**src/rtl/tot_pkg.sv**
```systemverilog
// Shared definitions for the time-over-threshold hit recorder.
// Assumes nothing beyond IEEE 1800-2017 packages.
package tot_pkg;
    // Per-channel acceptance state
    typedef enum logic [1:0] {
        ST_IDLE,   // waiting for a low-discriminator rising edge
        ST_PEND,   // window open, waiting for high-discriminator confirmation
        ST_HOLD,   // accepted, measuring until the low discriminator falls
        ST_DRAIN   // forced end written, waiting for the real fall
    } chan_state_t;

    localparam logic EDGE_LEAD  = 1'b0;
    localparam logic EDGE_TRAIL = 1'b1;
endpackage

```
**src/rtl/tot_tick_gen.sv**
```systemverilog
// Timebase: splits the fast clock into acquisition ticks of NCH cycles,
// gives the current slot index, the slot-open frame and the tick timestamp.
// Assumes NCH >= 2 and SLOT_DIV >= 1.
module tot_tick_gen #(
    parameter int NCH      = 8,
    parameter int SLOT_DIV = 1,
    parameter int TS_W     = 16,
    localparam int CH_W    = (NCH > 1) ? $clog2(NCH) : 1
) (
    input  logic            clk,
    input  logic            rst_n,
    output logic [CH_W-1:0] sub,
    output logic            tick,
    output logic            slot_open,
    output logic [TS_W-1:0] ts
);
    logic [CH_W-1:0] sub_q;
    logic [TS_W-1:0] ts_q;

    assign tick = (sub_q == CH_W'(NCH - 1));
    assign sub  = sub_q;
    assign ts   = ts_q;

    // Slot index within the current tick
    always_ff @(posedge clk) begin
        if (!rst_n)      sub_q <= '0;
        else if (tick)   sub_q <= '0;
        else             sub_q <= sub_q + 1'b1;
    end

    // Tick timestamp, wraps silently
    always_ff @(posedge clk) begin
        if (!rst_n)      ts_q <= '0;
        else if (tick)   ts_q <= ts_q + 1'b1;
    end

    generate
        if (SLOT_DIV > 1) begin : g_frame
            localparam int FR_W = $clog2(SLOT_DIV);
            logic [FR_W-1:0] frame_q;
            // Frame counter selecting which ticks carry output slots
            always_ff @(posedge clk) begin
                if (!rst_n)     frame_q <= '0;
                else if (tick)  frame_q <= (frame_q == FR_W'(SLOT_DIV - 1)) ? '0 : frame_q + 1'b1;
            end
            assign slot_open = (frame_q == '0);
        end else begin : g_noframe
            assign slot_open = 1'b1;
        end
    endgenerate
endmodule

```
**src/rtl/tot_chan.sv**
```systemverilog
// One channel: synchronizes both discriminators on the tick, detects the
// low rising edge, runs the acceptance window and the over-threshold limit,
// and emits at most one record request per tick (combinational, on tick).
// Assumes 2 <= DOM_LEN <= TOT_MAX < 2**TS_W.
module tot_chan
    import tot_pkg::*;
#(
    parameter int TS_W    = 16,
    parameter int DOM_LEN = 7,
    parameter int TOT_MAX = 255,
    localparam int DW     = $clog2(DOM_LEN + 1)
) (
    input  logic            clk,
    input  logic            rst_n,
    input  logic            tick,
    input  logic [TS_W-1:0] ts,
    input  logic            lo_in,
    input  logic            hi_in,
    output logic            wr,
    output logic            wr_edge,
    output logic            wr_ovf,
    output logic [TS_W-1:0] wr_ts
);
    logic            lo_s1, lo_s2, lo_prev, hi_s1, hi_s2;
    chan_state_t     st_q, st_n;
    logic [DW-1:0]   dom_q, dom_n;
    logic [TS_W-1:0] lead_q, lead_n;
    logic [TS_W-1:0] elapsed;
    logic            lo_rise;

    // Two-stage synchronizers plus edge history, advanced once per tick
    always_ff @(posedge clk) begin
        if (!rst_n) begin
            lo_s1 <= 1'b0; lo_s2 <= 1'b0; lo_prev <= 1'b0;
            hi_s1 <= 1'b0; hi_s2 <= 1'b0;
        end else if (tick) begin
            lo_s1 <= lo_in; lo_s2 <= lo_s1; lo_prev <= lo_s2;
            hi_s1 <= hi_in; hi_s2 <= hi_s1;
        end
    end

    assign lo_rise = lo_s2 & ~lo_prev;
    assign elapsed = ts - lead_q;

    // Acceptance and measurement decisions for the current tick
    always_comb begin
        st_n    = st_q;
        dom_n   = dom_q;
        lead_n  = lead_q;
        wr      = 1'b0;
        wr_edge = EDGE_LEAD;
        wr_ovf  = 1'b0;
        wr_ts   = lead_q;
        if (tick) begin
            unique case (st_q)
                ST_IDLE: begin
                    if (lo_rise) begin
                        lead_n = ts;
                        dom_n  = DW'(1);
                        if (hi_s2) begin
                            wr    = 1'b1;
                            wr_ts = ts;
                            st_n  = ST_HOLD;
                        end else begin
                            st_n  = ST_PEND;
                        end
                    end
                end
                ST_PEND: begin
                    if (!lo_s2) begin
                        st_n = ST_IDLE;
                    end else if (hi_s2) begin
                        wr   = 1'b1;
                        st_n = ST_HOLD;
                    end else if (dom_q == DW'(DOM_LEN - 1)) begin
                        st_n = ST_IDLE;
                    end else begin
                        dom_n = dom_q + 1'b1;
                    end
                end
                ST_HOLD: begin
                    if (!lo_s2) begin
                        wr      = 1'b1;
                        wr_edge = EDGE_TRAIL;
                        wr_ts   = ts;
                        st_n    = ST_IDLE;
                    end else if (elapsed == TS_W'(TOT_MAX)) begin
                        wr      = 1'b1;
                        wr_edge = EDGE_TRAIL;
                        wr_ovf  = 1'b1;
                        wr_ts   = ts;
                        st_n    = ST_DRAIN;
                    end
                end
                ST_DRAIN: begin
                    if (!lo_s2) st_n = ST_IDLE;
                end
                default: st_n = ST_IDLE;
            endcase
        end
    end

    // State, window count and leading timestamp registers
    always_ff @(posedge clk) begin
        if (!rst_n) begin
            st_q   <= ST_IDLE;
            dom_q  <= '0;
            lead_q <= '0;
        end else begin
            st_q   <= st_n;
            dom_q  <= dom_n;
            lead_q <= lead_n;
        end
    end
endmodule

```
**src/rtl/tot_fifo.sv**
```systemverilog
// Small synchronous FIFO with first-word fall-through head.
// Writes when full and reads when empty are ignored; the owner counts losses.
module tot_fifo #(
    parameter int W     = 21,
    parameter int DEPTH = 16,
    localparam int AW   = (DEPTH > 1) ? $clog2(DEPTH) : 1,
    localparam int CW   = $clog2(DEPTH + 1)
) (
    input  logic         clk,
    input  logic         rst_n,
    input  logic         wr,
    input  logic [W-1:0] din,
    input  logic         rd,
    output logic [W-1:0] dout,
    output logic         empty,
    output logic         full
);
    logic [W-1:0]  mem [DEPTH];
    logic [AW-1:0] wp_q, rp_q;
    logic [CW-1:0] cnt_q;
    logic          do_wr, do_rd;

    assign empty = (cnt_q == '0);
    assign full  = (cnt_q == CW'(DEPTH));
    assign do_wr = wr & ~full;
    assign do_rd = rd & ~empty;
    assign dout  = mem[rp_q];

    // Storage array, written only on an accepted write
    always_ff @(posedge clk) begin
        if (do_wr) mem[wp_q] <= din;
    end

    // Pointers and occupancy
    always_ff @(posedge clk) begin
        if (!rst_n) begin
            wp_q  <= '0;
            rp_q  <= '0;
            cnt_q <= '0;
        end else begin
            if (do_wr) wp_q <= (wp_q == AW'(DEPTH - 1)) ? '0 : wp_q + 1'b1;
            if (do_rd) rp_q <= (rp_q == AW'(DEPTH - 1)) ? '0 : rp_q + 1'b1;
            if (do_wr && !do_rd)      cnt_q <= cnt_q + 1'b1;
            else if (do_rd && !do_wr) cnt_q <= cnt_q - 1'b1;
        end
    end
endmodule

```
**src/rtl/tot_slot_mux.sv**
```systemverilog
// Time-slot merger: in slot i of an open tick, pops channel i's FIFO head
// onto the registered shared output; an empty channel gives an idle slot.
module tot_slot_mux #(
    parameter int NCH   = 8,
    parameter int REC_W = 21,
    localparam int CH_W = (NCH > 1) ? $clog2(NCH) : 1
) (
    input  logic                      clk,
    input  logic                      rst_n,
    input  logic [CH_W-1:0]           sub,
    input  logic                      slot_open,
    input  logic [NCH-1:0][REC_W-1:0] heads,
    input  logic [NCH-1:0]            empty,
    output logic [NCH-1:0]            pop,
    output logic                      out_valid,
    output logic [REC_W-1:0]          out_rec
);
    generate
        for (genvar i = 0; i < NCH; i++) begin : g_pop
            assign pop[i] = slot_open && (sub == CH_W'(i)) && !empty[i];
        end
    endgenerate

    // Registered output slot
    always_ff @(posedge clk) begin
        if (!rst_n) begin
            out_valid <= 1'b0;
            out_rec   <= '0;
        end else begin
            out_valid <= |pop;
            out_rec   <= (|pop) ? heads[sub] : '0;
        end
    end
endmodule

```
**src/rtl/tot_hit_recorder.sv**
```systemverilog
// Top: NCH channels of dual-threshold time-over-threshold capture, one FIFO
// and one saturating drop counter each, merged onto one output by slot.
// Assumes asynchronous discriminator inputs and one clock domain.
module tot_hit_recorder #(
    parameter int NCH        = 8,
    parameter int TS_W       = 16,
    parameter int DOM_LEN    = 7,
    parameter int TOT_MAX    = 255,
    parameter int FIFO_DEPTH = 16,
    parameter int SLOT_DIV   = 1,
    parameter int DROP_W     = 8,
    localparam int CH_W      = (NCH > 1) ? $clog2(NCH) : 1,
    localparam int REC_W     = TS_W + 2 + CH_W
) (
    input  logic                  clk,
    input  logic                  rst_n,
    input  logic [NCH-1:0]        lo_cmp,
    input  logic [NCH-1:0]        hi_cmp,
    output logic                  out_valid,
    output logic [REC_W-1:0]      out_rec,
    output logic [NCH*DROP_W-1:0] drop_cnt
);
    logic [CH_W-1:0]           sub_q;
    logic                      tick;
    logic                      slot_open;
    logic [TS_W-1:0]           ts_q;
    logic [NCH-1:0]            ch_wr, ch_edge, ch_ovf;
    logic [TS_W-1:0]           ch_ts [NCH];
    logic [REC_W-1:0]          ch_rec [NCH];
    logic [NCH-1:0][REC_W-1:0] head;
    logic [NCH-1:0]            fifo_empty, fifo_full, pop;

    tot_tick_gen #(.NCH(NCH), .SLOT_DIV(SLOT_DIV), .TS_W(TS_W)) u_tick (
        .clk(clk), .rst_n(rst_n), .sub(sub_q), .tick(tick),
        .slot_open(slot_open), .ts(ts_q)
    );

    generate
        for (genvar c = 0; c < NCH; c++) begin : g_ch
            logic [DROP_W-1:0] drop_q;

            tot_chan #(.TS_W(TS_W), .DOM_LEN(DOM_LEN), .TOT_MAX(TOT_MAX)) u_chan (
                .clk(clk), .rst_n(rst_n), .tick(tick), .ts(ts_q),
                .lo_in(lo_cmp[c]), .hi_in(hi_cmp[c]),
                .wr(ch_wr[c]), .wr_edge(ch_edge[c]), .wr_ovf(ch_ovf[c]), .wr_ts(ch_ts[c])
            );

            assign ch_rec[c] = {CH_W'(c), ch_edge[c], ch_ovf[c], ch_ts[c]};

            tot_fifo #(.W(REC_W), .DEPTH(FIFO_DEPTH)) u_fifo (
                .clk(clk), .rst_n(rst_n), .wr(ch_wr[c]), .din(ch_rec[c]),
                .rd(pop[c]), .dout(head[c]), .empty(fifo_empty[c]), .full(fifo_full[c])
            );

            // Saturating count of writes lost to a full FIFO
            always_ff @(posedge clk) begin
                if (!rst_n)
                    drop_q <= '0;
                else if (ch_wr[c] && fifo_full[c] && (drop_q != {DROP_W{1'b1}}))
                    drop_q <= drop_q + 1'b1;
            end

            assign drop_cnt[c*DROP_W +: DROP_W] = drop_q;
        end
    endgenerate

    tot_slot_mux #(.NCH(NCH), .REC_W(REC_W)) u_mux (
        .clk(clk), .rst_n(rst_n), .sub(sub_q), .slot_open(slot_open),
        .heads(head), .empty(fifo_empty), .pop(pop),
        .out_valid(out_valid), .out_rec(out_rec)
    );
endmodule

```
**config.mk**
```make
export PLATFORM = sky130hd
export DESIGN_NAME = tot_hit_recorder
export DESIGN_NICKNAME = d
export VERILOG_FILES = /design/src/rtl/tot_pkg.sv /design/src/rtl/tot_tick_gen.sv /design/src/rtl/tot_chan.sv /design/src/rtl/tot_fifo.sv /design/src/rtl/tot_slot_mux.sv /design/src/rtl/tot_hit_recorder.sv
export SDC_FILE = /design/constraint.sdc
export NUM_CORES = 2
export LEC_CHECK = 0
export ABC_AREA = 1
export ABC_CLOCK_PERIOD_IN_PS = 9000
export BUFFER_PORTS_ARGS = -buffer_cell sky130_fd_sc_hd__buf_2
export CAP_MARGIN = 10
export CORE_ASPECT_RATIO = 1.5
export CORE_MARGIN = 1.5
export CORE_UTILIZATION = 68
export CTS_CLUSTER_SIZE = 14
export DETAILED_ROUTE_END_ITERATION = 10
export PLACE_DENSITY = 0.85
export SETUP_SLACK_MARGIN = 0.05
export SLEW_MARGIN = 10
export SYNTH_ARGS = -nofsm -noshare
export SYNTH_HDL_FRONTEND = slang
export SYNTH_SLANG_ARGS = --single-unit
```
**constraint.sdc**
```tcl
create_clock -name clk -period 9 [get_ports clk]
set_input_delay 0.45 -clock clk [delete_from_list [all_inputs] [get_ports clk]]
set_output_delay 0.45 -clock clk [all_outputs]
set_load 0.01 [all_outputs]
```
# Word-level counts from Yosys, hierarchy flattened

Memory sizes are Yosys's and may differ from the RTL's. A register that Yosys moved wholly into a read port is not among the register bits.
Index checks and enable logic that the tools add are counted.

$add $sub $neg: 58
Order comparisons: 1
Equal/unequal tests: 135
Multiplexer cells: 322
Bitwise gates (word level): 49
Reduce and logical (&&, ||, !) cells: 124

Operators by type and width:

| kind                                              | count |
|---|---|
| two-way mux 16 bit                                | 40 |
| case mux 16 bit (2 select lines)                  | 8 |
| == test 16 x 8 -> 1 bit (second input constant)   | 8 |
| two-way mux 2 bit                                 | 64 |
| two-way mux 4 bit                                 | 32 |
| subtractor 16 bit                                 | 8 |
| two-way mux 1 bit                                 | 104 |
| two-way mux 3 bit                                 | 32 |
| two-way mux 5 bit                                 | 16 |
| adder 4 x 1 -> 4 bit (second input constant)      | 16 |
| adder 8 x 1 -> 8 bit (second input constant)      | 8 |
| == test 4 bit (second input constant)             | 16 |
| inequality test 8 bit (second input constant)     | 8 |
| case mux 2 bit (4 select lines)                   | 8 |
| binary-select mux 21 bit (select 3 bit)           | 1 |
| inequality test 2 bit (second input constant)     | 24 |
| case mux 3 bit (2 select lines)                   | 8 |
| AND reduction 6 bit                               | 8 |
| adder 5 x 1 -> 5 bit (second input constant)      | 8 |
| == test 5 bit (second input constant)             | 8 |
| logical AND 1 bit                                 | 40 |
| zero test 5 bit                                   | 8 |
| AND reduction 5 bit                               | 8 |
| subtractor 5 x 1 -> 5 bit (second input constant) | 8 |
| other kinds (23)                                  | 200 |

Register bits after elaboration: 417
Memory bits (writable): 2,304
Input bits: 18
Output and inout bits: 86
Logic and storage cells: 797
Memories: 8

Memories:

| memory             | depth | bits a word | read ports | clocked after memory_dff | write ports | RTL line       | text |
|---|---|---|---|---|---|---|---|
| g_ch[0].u_fifo.mem | 16    | 18          | 1          | 1                        | 1           | tot_fifo.sv:18 | `logic [W-1:0] mem [DEPTH];` |
| g_ch[1].u_fifo.mem | 16    | 18          | 1          | 1                        | 1           | tot_fifo.sv:18 |  |
| g_ch[2].u_fifo.mem | 16    | 18          | 1          | 1                        | 1           | tot_fifo.sv:18 |  |
| g_ch[3].u_fifo.mem | 16    | 18          | 1          | 1                        | 1           | tot_fifo.sv:18 |  |
| g_ch[4].u_fifo.mem | 16    | 18          | 1          | 1                        | 1           | tot_fifo.sv:18 |  |
| g_ch[5].u_fifo.mem | 16    | 18          | 1          | 1                        | 1           | tot_fifo.sv:18 |  |
| 2 more memories    | -     | -           | -          | -                        | -           | -              |  |

# Depth between registers and ports, before layout

Depth after elaboration: 11
Mapped depth: 34
Depth with buffers taken out: 31

# Modules after synthesis

A second synthesis with hierarchy kept.

Cell total of the unflattened synthesis: 16,546
Area total of the unflattened synthesis: 150,586.9 um2

Modules (own cells, without submodules):

| module           | times used | cells an instance | area an instance (um2) | sequential area each (um2) |
|---|---|---|---|---|
| tot_fifo         | 8          | 1,395             | 14,946.8               | 10,430.0 |
| tot_chan         | 8          | 534               | 3,037.9                | 520.5 |
| tot_hit_recorder | 1          | 559               | 3,580.9                | 1,281.2 |
| tot_slot_mux     | 1          | 426               | 2,173.3                | 440.4 |
| tot_tick_gen     | 1          | 129               | 954.7                  | 380.4 |

# Worst setup path before layout

OpenSTA, ideal clock, no wires.

Path kind: reg-to-reg
Start point: register u_tick.ts_q[0] (netlist: u_tick.ts[0])
End point: register g_ch[5].u_fifo.cnt_q[4]
Library setup time: 0.119 ns
Arrival time: 4.670 ns
Required time: 8.881 ns
Setup slack: 4.211 ns
Stages on the path, launching flop included: 31
Buffers on the path: 3
Clock period less this slack: 4.789 ns
Cells stage by stage: dfxtp_1 -> buf_2 -> inv_1 -> clkbuf_1 -> clkbuf_1 -> ha_1 -> fa_1 -> nor2_1 -> and3_1 -> nand2_1 -> nor2_1 -> nand2_1 -> nor2_1 -> nand2_1 -> nor2_2 -> nand2_1 -> o21ai_2 -> nand2_2 -> nand2_4 -> nand2_4 -> clkinv_4 -> ha_1 -> inv_1 -> fa_1 -> a21o_1 -> a21oi_1 -> nor2_1 -> nor2_1 -> nand2_1 -> o21ai_0 -> a21oi_1

Word-level cells in the longest chain between the ends: 10
Elaborated cells between the ends (all ways): 12
Those cells by class: 1 x add/sub; 1 x eq/ne; 5 x mux; 1 x bitwise; 4 x reduce/logical

RTL lines:

| item                                | RTL line           | text |
|---|---|---|
| from (decl)                         | tot_tick_gen.sv:18 | `logic [TS_W-1:0] ts_q;` |
| from (signal assigned)              | tot_tick_gen.sv:34 | `else if (tick) ts_q <= ts_q + 1'b1;` |
| subtractor 16 bit (*)               | tot_chan.sv:43     | `assign elapsed = ts - lead_q;` |
| == test 16 x 8 -> 1 bit (*)         | tot_chan.sv:87     | `end else if (elapsed == TS_W'(TOT_MAX)) begin` |
| two-way mux 1 bit (*)               | tot_chan.sv:87     |  |
| two-way mux 1 bit (*)               | tot_chan.sv:82     | `if (!lo_s2) begin` |
| case mux 1 bit (3 select lines) (*) | tot_chan.sv:55     | `unique case (st_q)` |
| two-way mux 1 bit (*)               | tot_chan.sv:54     | `if (tick) begin` |
| AND 1 bit (*)                       | tot_fifo.sv:25     | `assign do_wr = wr & ~full;` |
| net g_ch[5].u_fifo.do_wr            | tot_fifo.sv:21     | `logic do_wr, do_rd;` |
| zero test 1 bit                     | tot_fifo.sv:44     | `else if (do_rd && !do_wr) cnt_q <= cnt_q - 1'b1;` |
| logical AND 1 bit                   | tot_fifo.sv:44     |  |
| nonzero test 2 bit (no source line) | -                  |  |
| to (signal assigned)                | tot_fifo.sv:43     | `if (do_wr && !do_rd) cnt_q <= cnt_q + 1'b1;` |
| to (signal assigned)                | tot_fifo.sv:44     |  |
| to (decl)                           | tot_fifo.sv:20     | `logic [CW-1:0] cnt_q;` |

Mark *: on every way through the listed nets, which the timed path passes. The rest lies on a longest branch.
A chain may end at the register's enable or synchronous reset.

# Worst setup path in the final report

Start point: register u_tick.ts_q[0] (netlist: u_tick.ts[0])
End point: register g_ch[2].u_fifo.cnt_q[4]

Word-level cells in the longest chain between the ends: 10
Elaborated cells between the ends (all ways): 12
Those cells by class: 1 x add/sub; 1 x eq/ne; 5 x mux; 1 x bitwise; 4 x reduce/logical

RTL lines:

| item                                | RTL line |
|---|---|
| subtractor 16 bit (*)               | tot_chan.sv:43 |
| == test 16 x 8 -> 1 bit (*)         | tot_chan.sv:87 |
| two-way mux 1 bit (*)               | tot_chan.sv:87 |
| two-way mux 1 bit (*)               | tot_chan.sv:82 |
| case mux 1 bit (3 select lines) (*) | tot_chan.sv:55 |
| two-way mux 1 bit (*)               | tot_chan.sv:54 |
| AND 1 bit (*)                       | tot_fifo.sv:25 |
| net g_ch[2].u_fifo.do_wr            | tot_fifo.sv:21 |
| zero test 1 bit                     | tot_fifo.sv:44 |
| logical AND 1 bit                   | tot_fifo.sv:44 |
| nonzero test 2 bit (no source line) | - |
| to (signal assigned)                | tot_fifo.sv:43 |
| to (signal assigned)                | tot_fifo.sv:44 |
| to (decl)                           | tot_fifo.sv:20 |

Marked as above.

==> summary.md <==
| Metric | Value |
|---|---|
| Run status | `finished clean` |
| Mean Syn Cell Area | `10.26 um^2` |
| Final Slew Violations | `0` |
| Hold crit path type | `in2reg` |
| Top delay family on crit path | `simple AND/OR/NAND/NOR gates` |
| Drt drc | `0` |
| Worst EP arrival | `6800 ps` |
| H-tree level count | `4` |
| First-pass GRT wire length | `545100 um` |
| Yosys warnings | `0` |
| Chip height | `526.0 um` |
| Initial antenna violation count | `14` |
| Max clock buf depth | `4` |
| Area of the core | `approximately 180000 um^2` |
| DR iter-0 viols | `approximately 14000` |
| Largest net degree at the start of global routing | `109` |
| F_max | `~170 MHz` |
| Register area | `78220 um^2` |
| Post-Layout Cell Count | `roughly 15000` |
| # setup viols final | `0` |
| HPWL after detailed placement | `229200 um` |
| Ys flop type | `edfxtp_1` |
| Max cap viols | `0` |
| CTS sink cnt | `roughly 2800` |
| Boundary Pins | `104` |
| Routed wl met2 | `173700 um` |
| Async S/R FF share, synth | `0%` |
| Yosys cell types | `66` |
| Seq/Total Area, Yosys | `63.03%` |
| DIE AREA | `approximately 190000 um^2` |
| Routed vias | `96950` |
| Leak | `0.05020 uW` |
| Clock transition at path regs | `70 ps` |
| PD cells | `188.8 nW/um^2` |
| Number of synthesized flops with an enable pin | `2304` |
| Cts bufs inserted | `roughly 240` |
| Row count | `191` |
| Met1 wire length | `roughly 120000 um` |
| WL/cell | `around 25 um` |
| Port bufs | `slightly above 100` |
| Top Metal Used | `met5` |
| Layout cells sized above 1 | `7.547%` |
| Actual slew at the worst max-slew pin | `1446 ps` |
| Worst vdd rail ir drop | `214.2 uV` |
| CP Launch Type | `flop` |
| Filler Cell Count | `11410` |
| RePlAce Congestion | `slightly above 1` |
| Critical Path Fanout Max | `34` |
| Final period util | `~67%` |
| Mapped cell area | `124000 um^2` |
| Layout Nets | `12230` |
| P&R area growth vs syn | `8.333%` |
| Multi-input logic area | `40470 um^2` |
| Max-Slew Margin vs Limit | `roughly 2.6%` |
| Vias in the first global route | `93820` |
| CP max stage delay | `630 ps` |
| Setup CP Type | `reg2reg` |
| Initial Util | `68.55%` |
| Setup Skew | `51.47 ps` |
| DR vias/cell | `6.661` |
| Net Count, Synth | `~12000` |
| First drt pass iteration count | `9` |
| Root Buffer | `clkbuf_16` |
| Endpoints failing hold | `0` |
| Hold_buf cts | `16` |
| RSZ-0062 raised after global routing | `no` |
| Clk_lat worst skew | `about 930 ps` |
| Tot GR Track Use | `39.00%` |
| Most used cell, CP | `nand2_1` |
| Post-cts resize count | `0` |
| CP Capture Type | `flop` |
| Worst path slowest cell | `dfxtp_1` |
| Yosys reg bits | `between 2000 and 3000` |
| CTS tree | `yes` |
| Drt total wl | `366400 um` |
| WP data required | `9780 ps` |
| Setup_tns | `0 ps` |
| Buf/Inv on CP | `5` |
| Total gr overflow | `0` |
| Mapped Cells | `12090` |
| Placed cells | `approximately 14000` |
| Die Span X | `351.7 um` |
| Post-route ant nets | `0` |
| Min Tclk post-route | `6017 ps` |
| Postcts setup bufs | `0` |
| Metal3 WL | `41280 um` |
routing by layer:
metal | vias up | GRT usage, %
met5 | - | 0
met4 | 10 | 29.51
met3 | 1529 | 7.429
met2 | 6885 | 62.88
met1 | 45790 | 46.36
li1 | 42740 | -
sequential cells by signal, summed over array words and instances (netlist names), 16 cells and up, named ones only:
register            cells
g_ch.drop_q            64
g_ch.u_chan.lead_q    128
g_ch.u_fifo.rp_q       32
g_ch.u_fifo.mem      2304
u_mux.out_rec          21
g_ch.u_fifo.wp_q       32
u_tick.ts              16
g_ch.u_chan.st_q       16
g_ch.u_chan.dom_q      24
g_ch.u_fifo.cnt_q      40
metrics by stage:
stage	setup slack [ps]	total power (uW)	area (um^2)	hold slack (ps)	util [%]
detailed placement	3167	15660	126700	455.2	70.04
floorplan	4211	15050	124000	421.6	-
finish	2984	25370	134400	80.81	74.27
global placement	3236	15590	126700	432.6	70.03
global route	2556	25890	134300	69.51	74.26
CTS	3112	25260	134200	11.82	74.16
final cells by class:
class,instances,area share (%)
Timing Repair Buffer,330,1.738
Multi-Input combinational cell,7845,30.12
Tap cell,2412,2.246
Antenna cell,5,0.009313
Inverter,788,2.229
Sequential cell,2753,58.22
Clock buffer,362,5.040
Clock inverter,59,0.3930
cell usage after synthesis, types with 5 or more instances:
library cell  instances  area [um^2]
o21ai_0            1808         9049
nand2_4              10        112.6
inv_1               742         2785
a22oi_1              14        105.1
o32ai_1               9        78.83
xor2_1               69        604.3
xnor2_1              34        297.8
o211ai_1             94        705.7
or2_2                 9        56.30
inv_2                16        60.06
a21o_1                9        67.56
ha_1                233         2915
fa_1                 16        320.3
a21oi_1             596         2983
buf_2                39        195.2
o21ai_1              19        95.09
o22ai_1             276         1727
nor2_1             1908         7162
a31oi_1              18        112.6
nand4_1              96        600.6
nand3_2               7        70.07
clkbuf_1            627         2354
edfxtp_1           2304        69190
nand2_2              46        287.8
nand3b_1             27        202.7
buf_6                14        157.7
buf_1                16        60.06
nor4_1               22        137.6
clkinv_1             22        82.58
o221ai_1            337         2952
and2_1               11        68.82
a21oi_2               5        43.79
nor3_1               41        205.2
nand3_1             563         2818
nor2_2                5        31.28
o211a_1              10        100.1
dfxtp_1             449         8989
nand2_1            1499         5627
a211oi_1             13        97.59
path summary, 6_finish.rpt:
path                                         startpoint                       to  slack (ps)  depth (start not counted)
worst max register to register             u_tick.ts[0]  g_ch[2].u_fifo.cnt_q[4]        2980                         27
worst min-delay path                              rst_n   g_ch[3].u_fifo.wp_q[1]          80                          3
worst min register to register  g_ch[6].u_chan.dom_q[2]  g_ch[6].u_chan.dom_q[2]         460                          1
worst max-delay path                       u_tick.ts[0]  g_ch[2].u_fifo.cnt_q[4]        2980                         27
where the power goes:
group / internal [uW] / switching [uW] / leakage (uW)
Clock: 5320 / 4580 / 0.00354
Sequential: 13700 / 67.9 / 0.0257
Combinational: 465 / 1280 / 0.0209
cell usage in the layout (no fill, tap or decap), types with 232 or more instances in the layout:
cell type     n
nor2_1     1776
edfxtp_1   2304
o221ai_1    337
nand2_1    1499
nand3_1     563
clkbuf_16   244
inv_1       737
o21ai_0    1788
o22ai_1     276
ha_1        232
dfxtp_1     430
a21oi_1     590
worst register-to-register path, delay by kind of cell, from the launching register on:
family,cells,cell delay (ps)
adder cells (fa/ha/maj),4,1380
flip-flops,1,630
AND/OR/NAND/NOR,13,2240
AO/OA/AOI/OAI,5,830
buffers and inverters,5,830
logic make-up after synthesis:
logic type,after synthesis,synth area share [%]
and+or+nand+nor,4262,14.17
AOI/OAI and AO/OA,3231,14.77
DFF,2753,63.03
buffers and inverters,1492,4.686
adders and majority gates,249,2.609
xor gates and xnor gates,103,0.7274
Note: power is estimated with default switching activity, not from simulation.
